===== config.mk =====
export PLATFORM = sky130hd
export DESIGN_NAME = nbus_host_master
export DESIGN_NICKNAME = d
export VERILOG_FILES = /design/src/rtl/nbh_pkg.sv /design/src/rtl/nbh_step_timer.sv /design/src/rtl/nbh_word_enc.sv /design/src/rtl/nbh_readback.sv /design/src/rtl/nbus_host_master.sv
export SDC_FILE = /design/constraint.sdc
export NUM_CORES = 1
export LEC_CHECK = 0
export BUFFER_PORTS_ARGS = -buffer_cell sky130_fd_sc_hd__buf_2
export CORE_ASPECT_RATIO = 1.5
export CORE_MARGIN = 2
export CORE_UTILIZATION = 55
export DETAILED_ROUTE_END_ITERATION = 8
export PLACE_DENSITY_LB_ADDON = 0.08
export SLEW_MARGIN = 20
export SYNTH_ARGS = -nofsm -noshare
export SYNTH_HDL_FRONTEND = slang
export SYNTH_SLANG_ARGS = --single-unit

===== constraint.sdc =====
create_clock -name clk -period 5.99 [get_ports clk]
set_input_delay 0.8985 -clock clk [delete_from_list [all_inputs] [get_ports clk]]
set_output_delay 0.8985 -clock clk [all_outputs]
set_load 0.005 [all_outputs]

===== src/rtl/nbh_pkg.sv =====
package nbh_pkg;

    typedef enum logic [2:0] {
        PH_IDLE    = 3'd0,
        PH_CMD_STB = 3'd1,
        PH_CMD     = 3'd2,
        PH_XFER    = 3'd3,
        PH_LATCH   = 3'd4,
        PH_CLOSE   = 3'd5
    } phase_e;

    // Step order: both directions share the command steps; only writes
    // pass through the data-latch step.
    function automatic phase_e phase_after(input phase_e cur, input logic wr);
        phase_e nxt;
        case (cur)
            PH_CMD_STB: nxt = PH_CMD;
            PH_CMD:     nxt = PH_XFER;
            PH_XFER:    nxt = wr ? PH_LATCH : PH_CLOSE;
            PH_LATCH:   nxt = PH_CLOSE;
            default:    nxt = PH_IDLE;
        endcase
        return nxt;
    endfunction

endpackage


===== src/rtl/nbh_step_timer.sv =====
module nbh_step_timer #(
    parameter int HOLD_W = 8
) (
    input  logic              clk,
    input  logic              rst_n,
    input  logic              start,
    input  logic              restart,
    input  logic [HOLD_W-1:0] hold_in,
    output logic              expire
);

    typedef struct packed {
        logic [HOLD_W-1:0] hold;
        logic [HOLD_W-1:0] cnt;
    } tmr_t;

    tmr_t tmr_d, tmr_q;

    always_comb begin
        tmr_d = tmr_q;
        if (start) begin
            tmr_d.hold = hold_in;
            tmr_d.cnt  = hold_in;
        end else if (restart) begin
            tmr_d.cnt  = tmr_q.hold;
        end else if (tmr_q.cnt != '0) begin
            tmr_d.cnt  = tmr_q.cnt - 1'b1;
        end
    end

    always_ff @(posedge clk or negedge rst_n) begin
        if (!rst_n) begin
            tmr_q <= '0;
        end else begin
            tmr_q <= tmr_d;
        end
    end

    assign expire = (tmr_q.cnt == '0);

endmodule


===== src/rtl/nbh_word_enc.sv =====
module nbh_word_enc
    import nbh_pkg::*;
#(
    parameter int NIB_W   = 4,
    parameter int PORT_W  = 2,
    parameter int N_UNITS = 2,
    parameter int UNIT_W  = 1,
    parameter int CW_W    = NIB_W + 2 + N_UNITS
) (
    input  phase_e            phase,
    input  logic              wr,
    input  logic [UNIT_W-1:0] unit,
    input  logic [PORT_W-1:0] port,
    input  logic [NIB_W-1:0]  wdata,
    output logic [CW_W-1:0]   word
);

    localparam int EN_BIT  = NIB_W;
    localparam int STB_BIT = NIB_W + 1;
    localparam int SEL_LO  = NIB_W + 2;

    logic [NIB_W-1:0] cmd_nib;
    logic [NIB_W-1:0] nib;
    logic             buf_en;
    logic             strobe;
    logic             target_on;

    assign cmd_nib = NIB_W'({wr, port});

    always_comb begin
        nib       = '0;
        buf_en    = 1'b0;
        strobe    = 1'b1;
        target_on = 1'b0;
        case (phase)
            PH_CMD_STB: begin
                nib = cmd_nib; buf_en = 1'b1; strobe = 1'b1; target_on = 1'b1;
            end
            PH_CMD: begin
                nib = cmd_nib; buf_en = 1'b1; strobe = 1'b0; target_on = 1'b1;
            end
            PH_XFER: begin
                nib = wr ? wdata : '0; buf_en = wr; strobe = 1'b0; target_on = 1'b1;
            end
            PH_LATCH: begin
                nib = wdata; buf_en = 1'b1; strobe = 1'b1; target_on = 1'b1;
            end
            PH_CLOSE: begin
                nib = '0; buf_en = wr; strobe = 1'b1; target_on = 1'b0;
            end
            default: begin
                nib = '0; buf_en = 1'b0; strobe = 1'b1; target_on = 1'b0;
            end
        endcase
    end

    assign word[NIB_W-1:0] = nib;
    assign word[EN_BIT]    = buf_en;
    assign word[STB_BIT]   = strobe;

    for (genvar u = 0; u < N_UNITS; u++) begin : g_sel
        assign word[SEL_LO + u] = !(target_on && (unit == UNIT_W'(u)));
    end

endmodule


===== src/rtl/nbh_readback.sv =====
module nbh_readback #(
    parameter int NIB_W = 4
) (
    input  logic             clk,
    input  logic             rst_n,
    input  logic             capture,
    input  logic [NIB_W-1:0] status_nib,
    output logic [NIB_W-1:0] rd_data,
    output logic             rd_done
);

    localparam logic [NIB_W-1:0] FIX_MASK = NIB_W'(1) << (NIB_W - 1);

    typedef struct packed {
        logic [NIB_W-1:0] data;
        logic             done;
    } rb_t;

    rb_t rb_d, rb_q;

    always_comb begin
        rb_d      = rb_q;
        rb_d.done = capture;
        if (capture) begin
            rb_d.data = status_nib ^ FIX_MASK;
        end
    end

    always_ff @(posedge clk or negedge rst_n) begin
        if (!rst_n) begin
            rb_q <= '0;
        end else begin
            rb_q <= rb_d;
        end
    end

    assign rd_data = rb_q.data;
    assign rd_done = rb_q.done;

endmodule


===== src/rtl/nbus_host_master.sv =====
module nbus_host_master
    import nbh_pkg::*;
#(
    parameter int NIB_W   = 4,
    parameter int PORT_W  = 2,
    parameter int N_UNITS = 2,
    parameter int HOLD_W  = 8
) (
    input  logic                                  clk,
    input  logic                                  rst_n,
    input  logic                                  req_valid,
    input  logic                                  req_write,
    input  logic [((N_UNITS > 1) ? $clog2(N_UNITS) : 1)-1:0] req_unit,
    input  logic [PORT_W-1:0]                     req_port,
    input  logic [NIB_W-1:0]                      req_wdata,
    input  logic [HOLD_W-1:0]                     hold_cfg,
    input  logic [NIB_W-1:0]                      status_nib,
    output logic [NIB_W+2+N_UNITS-1:0]            ctrl_out,
    output logic                                  busy,
    output logic                                  rd_done,
    output logic [NIB_W-1:0]                      rd_data
);

    localparam int UNIT_W = (N_UNITS > 1) ? $clog2(N_UNITS) : 1;
    localparam int CW_W   = NIB_W + 2 + N_UNITS;
    localparam logic [CW_W-1:0] IDLE_WORD =
        {{N_UNITS{1'b1}}, 1'b1, 1'b0, {NIB_W{1'b0}}};

    typedef struct packed {
        phase_e            phase;
        logic              wr;
        logic [UNIT_W-1:0] unit;
        logic [PORT_W-1:0] port;
        logic [NIB_W-1:0]  wdata;
        logic [CW_W-1:0]   word;
    } mst_t;

    mst_t mst_d, mst_q;

    logic            step_end;
    logic            accept;
    logic            advance;
    logic            capture;
    phase_e          step_next;
    logic [CW_W-1:0] word_next;

    assign accept    = req_valid && (mst_q.phase == PH_IDLE);
    assign advance   = (mst_q.phase != PH_IDLE) && step_end;
    assign step_next = phase_after(mst_q.phase, mst_q.wr);
    assign capture   = advance && (mst_q.phase == PH_XFER) && !mst_q.wr;

    always_comb begin
        mst_d = mst_q;
        if (accept) begin
            mst_d.phase = PH_CMD_STB;
            mst_d.wr    = req_write;
            mst_d.unit  = req_unit;
            mst_d.port  = req_port;
            mst_d.wdata = req_wdata;
        end else if (advance) begin
            mst_d.phase = step_next;
        end
        mst_d.word = word_next;
    end

    always_ff @(posedge clk or negedge rst_n) begin
        if (!rst_n) begin
            mst_q       <= '0;
            mst_q.phase <= PH_IDLE;
            mst_q.word  <= IDLE_WORD;
        end else begin
            mst_q <= mst_d;
        end
    end

    // Word is decoded from the next state and registered with it, so the
    // pins never see decode glitches and carry no extra cycle of delay.
    nbh_word_enc #(
        .NIB_W   (NIB_W),
        .PORT_W  (PORT_W),
        .N_UNITS (N_UNITS),
        .UNIT_W  (UNIT_W),
        .CW_W    (CW_W)
    ) u_enc (
        .phase (mst_d.phase),
        .wr    (mst_d.wr),
        .unit  (mst_d.unit),
        .port  (mst_d.port),
        .wdata (mst_d.wdata),
        .word  (word_next)
    );

    nbh_step_timer #(
        .HOLD_W (HOLD_W)
    ) u_tmr (
        .clk     (clk),
        .rst_n   (rst_n),
        .start   (accept),
        .restart (advance && (step_next != PH_IDLE)),
        .hold_in (hold_cfg),
        .expire  (step_end)
    );

    nbh_readback #(
        .NIB_W (NIB_W)
    ) u_rb (
        .clk        (clk),
        .rst_n      (rst_n),
        .capture    (capture),
        .status_nib (status_nib),
        .rd_data    (rd_data),
        .rd_done    (rd_done)
    );

    assign ctrl_out = mst_q.word;
    assign busy     = (mst_q.phase != PH_IDLE);

endmodule


==> flow_summary.yaml, run 1 <==
final_layout:
  fillerInstances: 287
  final-instance-count-excl-fill: 270
  mostFrequentLayoutCells: "sky130_fd_sc_hd__nand2_1 (39), sky130_fd_sc_hd__dfrtp_1 (37), sky130_fd_sc_hd__buf_2 (36), sky130_fd_sc_hd__nor2_1 (10), sky130_fd_sc_hd__o21ai_0 (7)"
  syn_to_final_growth_pct: 11.31
  num-nets-final: 251
  layout.cells.most_common: "sky130_fd_sc_hd__nand2_1"
  diodes: 0
  layout-drive-gt1-share: 0.3084
power:
  static-leakage-power_nw: 1.069
  p_per_cell_area_mw_per_mm2: 459.7
  irDropWorstVdd_v: 0.0002854
floorplan:
  boundaryPins: 37
  floorplan.initialDensity: 0.5691
  rows: 27
  chipWidth_um: 53.93
  dieArea_sq_mm: 0.004255
  placeableCoreArea_sq_mm: 0.003615
  dieHeight_um: 78.90
synth:
  ys_warn_count: 0
  syn_avg_cell_area_sq_um: 10.39
  postSynth.topFlopCell: "sky130_fd_sc_hd__dfrtp_1"
  synth_cells: 198
  netlist-cell-type-count: 54
  synthesis.nets: 223
  syn_area_sq_mm: 0.002057
  post_synthesis_sequential_element_count: 40
  synth_seq_area_share: 0.4884
  number_of_enable_flip_flop_cells_after_synthesis: 0
  async_flop_share: 1.000
detailed_routing:
  drc: 0
  vias_per_cell: 5.548
  total_detailed_routing_wirelength_mm: 3.961
  antenna_viol_nets_final: 0
  detail_route.iter0.violations: 56
  routed-via-count: 1498
  detailedRoute.firstPassIterationCount: 4
  routed_wire_length_per_instance_um: 14.67
global_routing:
  grtUsageTotal: 0.2148
  grt_pass1_wl_mm: 6.644
  first_global_vias: 1472
  overflow: 0
  pin_count_of_the_biggest_net_entering_global_routing: 41
  antenna_found_initial: 0
clocking:
  cts_tree: "yes"
  cts.sinks: 40
  clock_tree.root_cell: "sky130_fd_sc_hd__clkbuf_8"
  cts_hold_repair.buffers: 0
  cts_buffer_depth: 2
  insertion_delay_ns: 0.29
  postCtsSetupBuffers: 0
  cts_inserted_buffers: 5
  clk_transition_reported_paths_ns: 0.07
  cts.htree.levels: 2
  cts_resized: 0
worst_setup_path:
  endpoint_kind: "register"
  start_kind: "register"
  crit_path_max_fanout: 10
  cp.arrival_ns: 2.65
  required_ns: 6.13
  reg2regPathDepth: 8
  criticalPathCategory: "register to register"
sta:
  final.setup_skew_ns: 0.005300
  hold-worst-slack_ns: 0.4806
  fin_crit_sh: 0.4189
  maxClockFrequency_mhz: 398.5
  setup_repair_after_global_routing_missed_its_margin: "no"
  fin_tns_setup_ns: 0
  finalHoldViolCount: 0
  final-setup-viol-count: 0
  max_slew.worst_pin.slew_ns: 0.8834
  timing.final.crit_period_ns: 2.509
  slew_violations: 0
  relSlewSlack: 0.4111
hold_path:
  holdPathStages: 2
  hold_class: "register to register"
placement:
  placer_congestion_estimate: 0.7549
  placed_cells: 262
  portBuffers: 36
  hpwlAfterDp_mm: 2.880
outcome:
  status: "finished, final reports clean"
run:
  cap_violations: 0
==> cells by family (layout without fill, tap and decap cells) <==
| kind of cell | count (synthesis) | in the layout | share of synthesized area |
|---|---|---|---|
| xor gates and xnor gates | 6 | 6 | 0.02555 |
| DFF | 40 | 40 | 0.4884 |
| buffers and inverters | 24 | 53 | 0.06509 |
| and+or+nand+nor | 76 | 76 | 0.2068 |
| AOI/OAI and AO/OA | 36 | 36 | 0.1284 |
| muxes | 14 | 14 | 0.07360 |
| adders and majority gates | 2 | 2 | 0.01216 |
==> metal layers <==
| layer | vias up | share of wire | GRT usage |
|---|---|---|---|
| met5 | - | 0 | 0 |
| met4 | 0 | 0.023 | 0.09744 |
| met3 | 7 | 0.029 | 0.05075 |
| met2 | 21 | 0.55 | 0.3793 |
| met1 | 738 | 0.40 | 0.2302 |
| li1 | 732 | - | - |
==> synthesized netlist by cell type, types with 2 or more instances <==
cell type	number	area, sq um
sky130_fd_sc_hd__ha_1	2	25.02
sky130_fd_sc_hd__inv_2	2	7.510
sky130_fd_sc_hd__nor2b_1	3	18.77
sky130_fd_sc_hd__nor3_2	2	20.02
sky130_fd_sc_hd__or3b_2	2	17.52
sky130_fd_sc_hd__buf_4	8	60.06
sky130_fd_sc_hd__dfstp_2	3	78.83
sky130_fd_sc_hd__nand3b_1	2	15.01
sky130_fd_sc_hd__nand4_1	2	12.51
sky130_fd_sc_hd__mux2i_1	5	50.05
sky130_fd_sc_hd__buf_2	3	15.01
sky130_fd_sc_hd__mux2_2	6	67.56
sky130_fd_sc_hd__xnor2_1	4	35.03
sky130_fd_sc_hd__nand2_1	39	146.4
sky130_fd_sc_hd__o21ai_1	4	20.02
sky130_fd_sc_hd__o221ai_1	2	17.52
sky130_fd_sc_hd__dfrtp_1	37	925.9
sky130_fd_sc_hd__mux2_1	3	33.78
sky130_fd_sc_hd__xor2_1	2	17.52
sky130_fd_sc_hd__clkbuf_1	4	15.01
sky130_fd_sc_hd__or4_1	2	15.01
sky130_fd_sc_hd__a21oi_1	5	25.02
sky130_fd_sc_hd__or3_1	2	12.51
sky130_fd_sc_hd__nor3_1	2	10.01
sky130_fd_sc_hd__inv_1	5	18.77
sky130_fd_sc_hd__nor2_1	10	37.54
sky130_fd_sc_hd__a22oi_1	4	30.03
sky130_fd_sc_hd__o21ai_0	7	35.03
==> per-stage QoR <==
stage | util | power [mW] | setup slack [ns] | cell area, sq um
CTS | 0.6334 | 1.061 | 3.515 | 2290
global route | 0.6334 | 1.133 | 3.391 | 2290
floorplan | - | 0.7924 | 3.835 | 2057
detailed placement | 0.6078 | 0.8758 | 3.423 | 2197
global placement | 0.6078 | 0.8548 | 3.491 | 2197
finish | 0.6334 | 1.053 | 3.481 | 2290
==> power breakdown <==
part | internal (mW) | total, mW | switching [mW]
sequential | 0.386 | 0.469 | 0.0834
combinational | 0.185 | 0.400 | 0.215
clock | 0.0918 | 0.184 | 0.0917
total | 0.663 | 1.05 | 0.390
==> worst max-delay path, cell delays in order, from the launching register on <==
cell and delay (ns):
sky130_fd_sc_hd__dfrtp_1 0.39, sky130_fd_sc_hd__inv_1 0.12, sky130_fd_sc_hd__ha_1 0.19, sky130_fd_sc_hd__nor3b_1 0.49, sky130_fd_sc_hd__nand2_2 0.27, sky130_fd_sc_hd__o211a_4 0.35
sky130_fd_sc_hd__inv_2 0.17, sky130_fd_sc_hd__mux2i_1 0.20, sky130_fd_sc_hd__o221ai_1 0.18
==> cell type report <==
class	count	area [sq um]	area share
Tap cell	43	53.80	0.02350
Clock inverter	2	10.01	0.004372
Timing Repair Buffer	37	187.7	0.08197
Sequential cell	40	1005	0.4388
Clock buffer	6	82.58	0.03607
Multi-Input combinational cell	134	918.4	0.4011
Inverter	8	32.53	0.01421
==> registers in the layout, indices dropped and copies added, names as in the netlist <==
| register | count |
|---|---|
| u_tmr.tmr_q | 16 |
| mst_q | 11 |
| ctrl_out | 8 |
| u_rb.rd_data | 4 |
| u_rb.rd_done | 1 |
==> path summary, 6_finish.rpt <==
kind                                      from         endpoint  slack [ns]
worst max-delay path            u_tmr.tmr_q[0]      ctrl_out[1]        3.48
worst min-delay path            u_tmr.tmr_q[9]   u_tmr.tmr_q[9]        0.48
worst max register to register  u_tmr.tmr_q[0]      ctrl_out[1]        3.48
worst min register to register  u_tmr.tmr_q[9]   u_tmr.tmr_q[9]        0.48
max in group asynchronous                rst_n  u_tmr.tmr_q[10]        4.71
min in group asynchronous                rst_n  u_rb.rd_data[3]        0.72
Power figures use the tool's default switching activity.
==> run 2, diff against run 1 <==
Settings changed: ABC_AREA set to 1.
Clock period 5.99 ns to 2.35 ns, I/O delays scaled along.
==> flow_summary.yaml, run 2 <==
outcome:
  status: "finished, final reports clean"
detailed_routing:
  wl_met1_mm: 1.628
  met3RoutedLength_um: 111
  met2_wirelength_mm: 2.348
  drc: 0
  vias_per_cell: 5.018
  detailedRoute.firstPassIterationCount: 4
  top_layer_used: "met4"
  detail_route.iter0.violations: 34
  antenna_viol_nets_final: 0
  routed-via-count: 1666
  routed_wire_length_per_instance_um: 12.59
  total_detailed_routing_wirelength_mm: 4.181
placement:
  placer_congestion_estimate: 0.8952
  detailedPlace.worstSlack_ns: 0.5191
  hpwlAfterDp_mm: 3.105
  portBuffers: 36
  placed_cells: 324
sta:
  fin_tns_setup_ns: 0
  slew_violations: 0
  final.setup_skew_ns: 0.001312
  maxClockFrequency_mhz: 542.3
  postLayoutSetupSlackWorst_ns: 0.5058
  setup_repair_after_global_routing_missed_its_margin: "no"
  max_slew.worst_pin.slew_ns: 0.8908
  fin_crit_sh: 0.7847
  relSlewSlack: 0.4061
  timing.final.crit_period_ns: 1.844
  final-setup-viol-count: 0
  finalHoldViolCount: 0
floorplan:
  dieArea_sq_mm: 0.004282
  rows: 27
  dieHeight_um: 79.15
  boundaryPins: 37
  floorplan.initialDensity: 0.5676
  placeableCoreArea_sq_mm: 0.003649
  chipWidth_um: 54.10
final_layout:
  final-instance-count-excl-fill: 332
  top_register: "u_tmr.tmr_q"
  layout.cells.most_common: "sky130_fd_sc_hd__nand2_1"
  largest_register_ff_count: 16
  diodes: 0
  layout-drive-gt1-share: 0.2561
  syn_to_final_growth_pct: 12.63
  num-nets-final: 313
  mostFrequentLayoutCells: "sky130_fd_sc_hd__nand2_1 (88), sky130_fd_sc_hd__dfrtp_1 (37), sky130_fd_sc_hd__buf_2 (36), sky130_fd_sc_hd__inv_1 (22), sky130_fd_sc_hd__nor2_1 (21)"
synth:
  synth_cells: 256
  ys_warn_count: 0
  number_of_enable_flip_flop_cells_after_synthesis: 0
  yosys-top-cells-area: "sky130_fd_sc_hd__dfrtp_1 (45%), sky130_fd_sc_hd__nand2_1 (16%), sky130_fd_sc_hd__inv_1 (4.0%)"
  post_synthesis_sequential_element_count: 40
  synthesis.nets: 281
  post-synth-top-count-cell: "sky130_fd_sc_hd__nand2_1"
  postSynth.topFlopCell: "sky130_fd_sc_hd__dfrtp_1"
  synth_top_area_share: 0.4471
  syn_area_sq_mm: 0.002071
  async_flop_share: 1.000
  ys_top_cells_by_count: "sky130_fd_sc_hd__nand2_1 (88), sky130_fd_sc_hd__dfrtp_1 (37), sky130_fd_sc_hd__inv_1 (22), sky130_fd_sc_hd__nor2_1 (21), sky130_fd_sc_hd__nand3_1 (12)"
  synth_top_area_cell: "sky130_fd_sc_hd__dfrtp_1"
  netlist-cell-type-count: 29
  syn_avg_cell_area_sq_um: 8.089
  synth_seq_area_share: 0.4852
hold_path:
  hold_class: "input port to asynchronous set/reset pin"
worst_setup_path:
  crit_path_max_fanout: 5
  setup.reg_to_reg.worst_slack_ns: 0.51
  timing.critical_path.slowest_stage_cell: "sky130_fd_sc_hd__dfrtp_1"
  endpoint_kind: "register"
  worst_path_largest_cell_delay_ns: 0.39
  critical_path.reg2reg.endpoint: "ctrl_out[0]"
  critical_path.startpoint: "u_tmr.tmr_q[1]"
  cp.arrival_ns: 2.03
  worstReg2RegStart: "u_tmr.tmr_q[1]"
  critical_path.cell_chain: "inv_1, ha_1, nand3_1, nor2_4, nor2_1, nor2_1, nor2_1, nand3_2, nand2_1, nand2_1, nand2_1"
  required_ns: 2.54
  start_kind: "register"
  reg2regPathDepth: 11
  criticalPathCategory: "register to register"
clocking:
  clock_tree.root_cell: "sky130_fd_sc_hd__clkbuf_8"
  cts.htree.levels: 2
  cts_inserted_buffers: 5
  cts_hold_repair.buffers: 0
  cts_tree: "yes"
  cts.sinks: 40
  cts_buffer_depth: 2
  clk_transition_reported_paths_ns: 0.08
  cts_resized: 0
  insertion_delay_ns: 0.29
  postCtsSetupBuffers: 0
global_routing:
  grt_pass1_wl_mm: 7.079
  antenna_found_initial: 0
  pin_count_of_the_biggest_net_entering_global_routing: 41
  overflow: 0
  first_global_vias: 1659
  grtUsageTotal: 0.2287
power:
  static-leakage-power_nw: 1.256
  post-layout-total-power_mw: 2.958
  irDropWorstVdd_v: 0.0007530
  p_per_cell_area_mw_per_mm2: 1268
run:
  cap_violations: 0
## run 2: where the power goes
part	internal [mW]	total [mW]	switching, mW
Clock	0.314	0.555	0.241
Sequential	0.996	1.14	0.147
Combinational	0.468	1.26	0.791
## run 2: final cells by class
type	count	area, sq um
Clock buffer	5	68.82
Clock inverter	3	42.54
Fill cell	349	1316
Inverter	27	101.3
Multi-Input combinational cell	177	873.3
Sequential cell	40	1005
Tap cell	43	53.80
Timing Repair Buffer	37	187.7
## run 2: metrics by stage
stage	hold slack [ns]	instance area [sq um]	utilization
detailed placement	0.4593	2221	0.6087
CTS	0.2017	2332	0.6392
global route	0.2402	2332	0.6392
floorplan	0.05691	2071	-
finish	0.1755	2332	0.6392
global placement	0.4502	2221	0.6087
## run 2: kinds of logic (layout without fill, tap and decap cells)
logic type / count (synthesis) / after routing / share of synthesized area
simple gates: 142 / 142 / 0.3118
flops: 40 / 40 / 0.4852
buf+inv: 39 / 72 / 0.09305
compound gates: 29 / 29 / 0.08097
xor+xnor: 4 / 4 / 0.01692
fa+ha+maj: 2 / 2 / 0.01208
## run 2: worst max-delay path, delay by kind of cell (launching register included)
kind	cells	cell delay (ns)
DFF	1	0.39
buffers and inverters	1	0.11
and+or+nand+nor	9	1.08
adders and majority gates	1	0.17
## run 2: worst max-delay path by stage
stage                              to  slack (ns)  depth (start not counted)
after floorplan           ctrl_out[6]        0.80                         11
after global placement    ctrl_out[0]        0.53                         11
after detailed placement  ctrl_out[1]        0.52                         11
after CTS                 ctrl_out[1]        0.49                         11
after global routing      ctrl_out[1]        0.33                         11
final                     ctrl_out[0]        0.51                         11
## run 2: per-layer routing
metal / track usage / vias to the layer above
met5: 0 / -
met4: 0.09250 / 0
met3: 0.04511 / 8
met2: 0.4098 / 26
met1: 0.2519 / 771
li1: - / 861
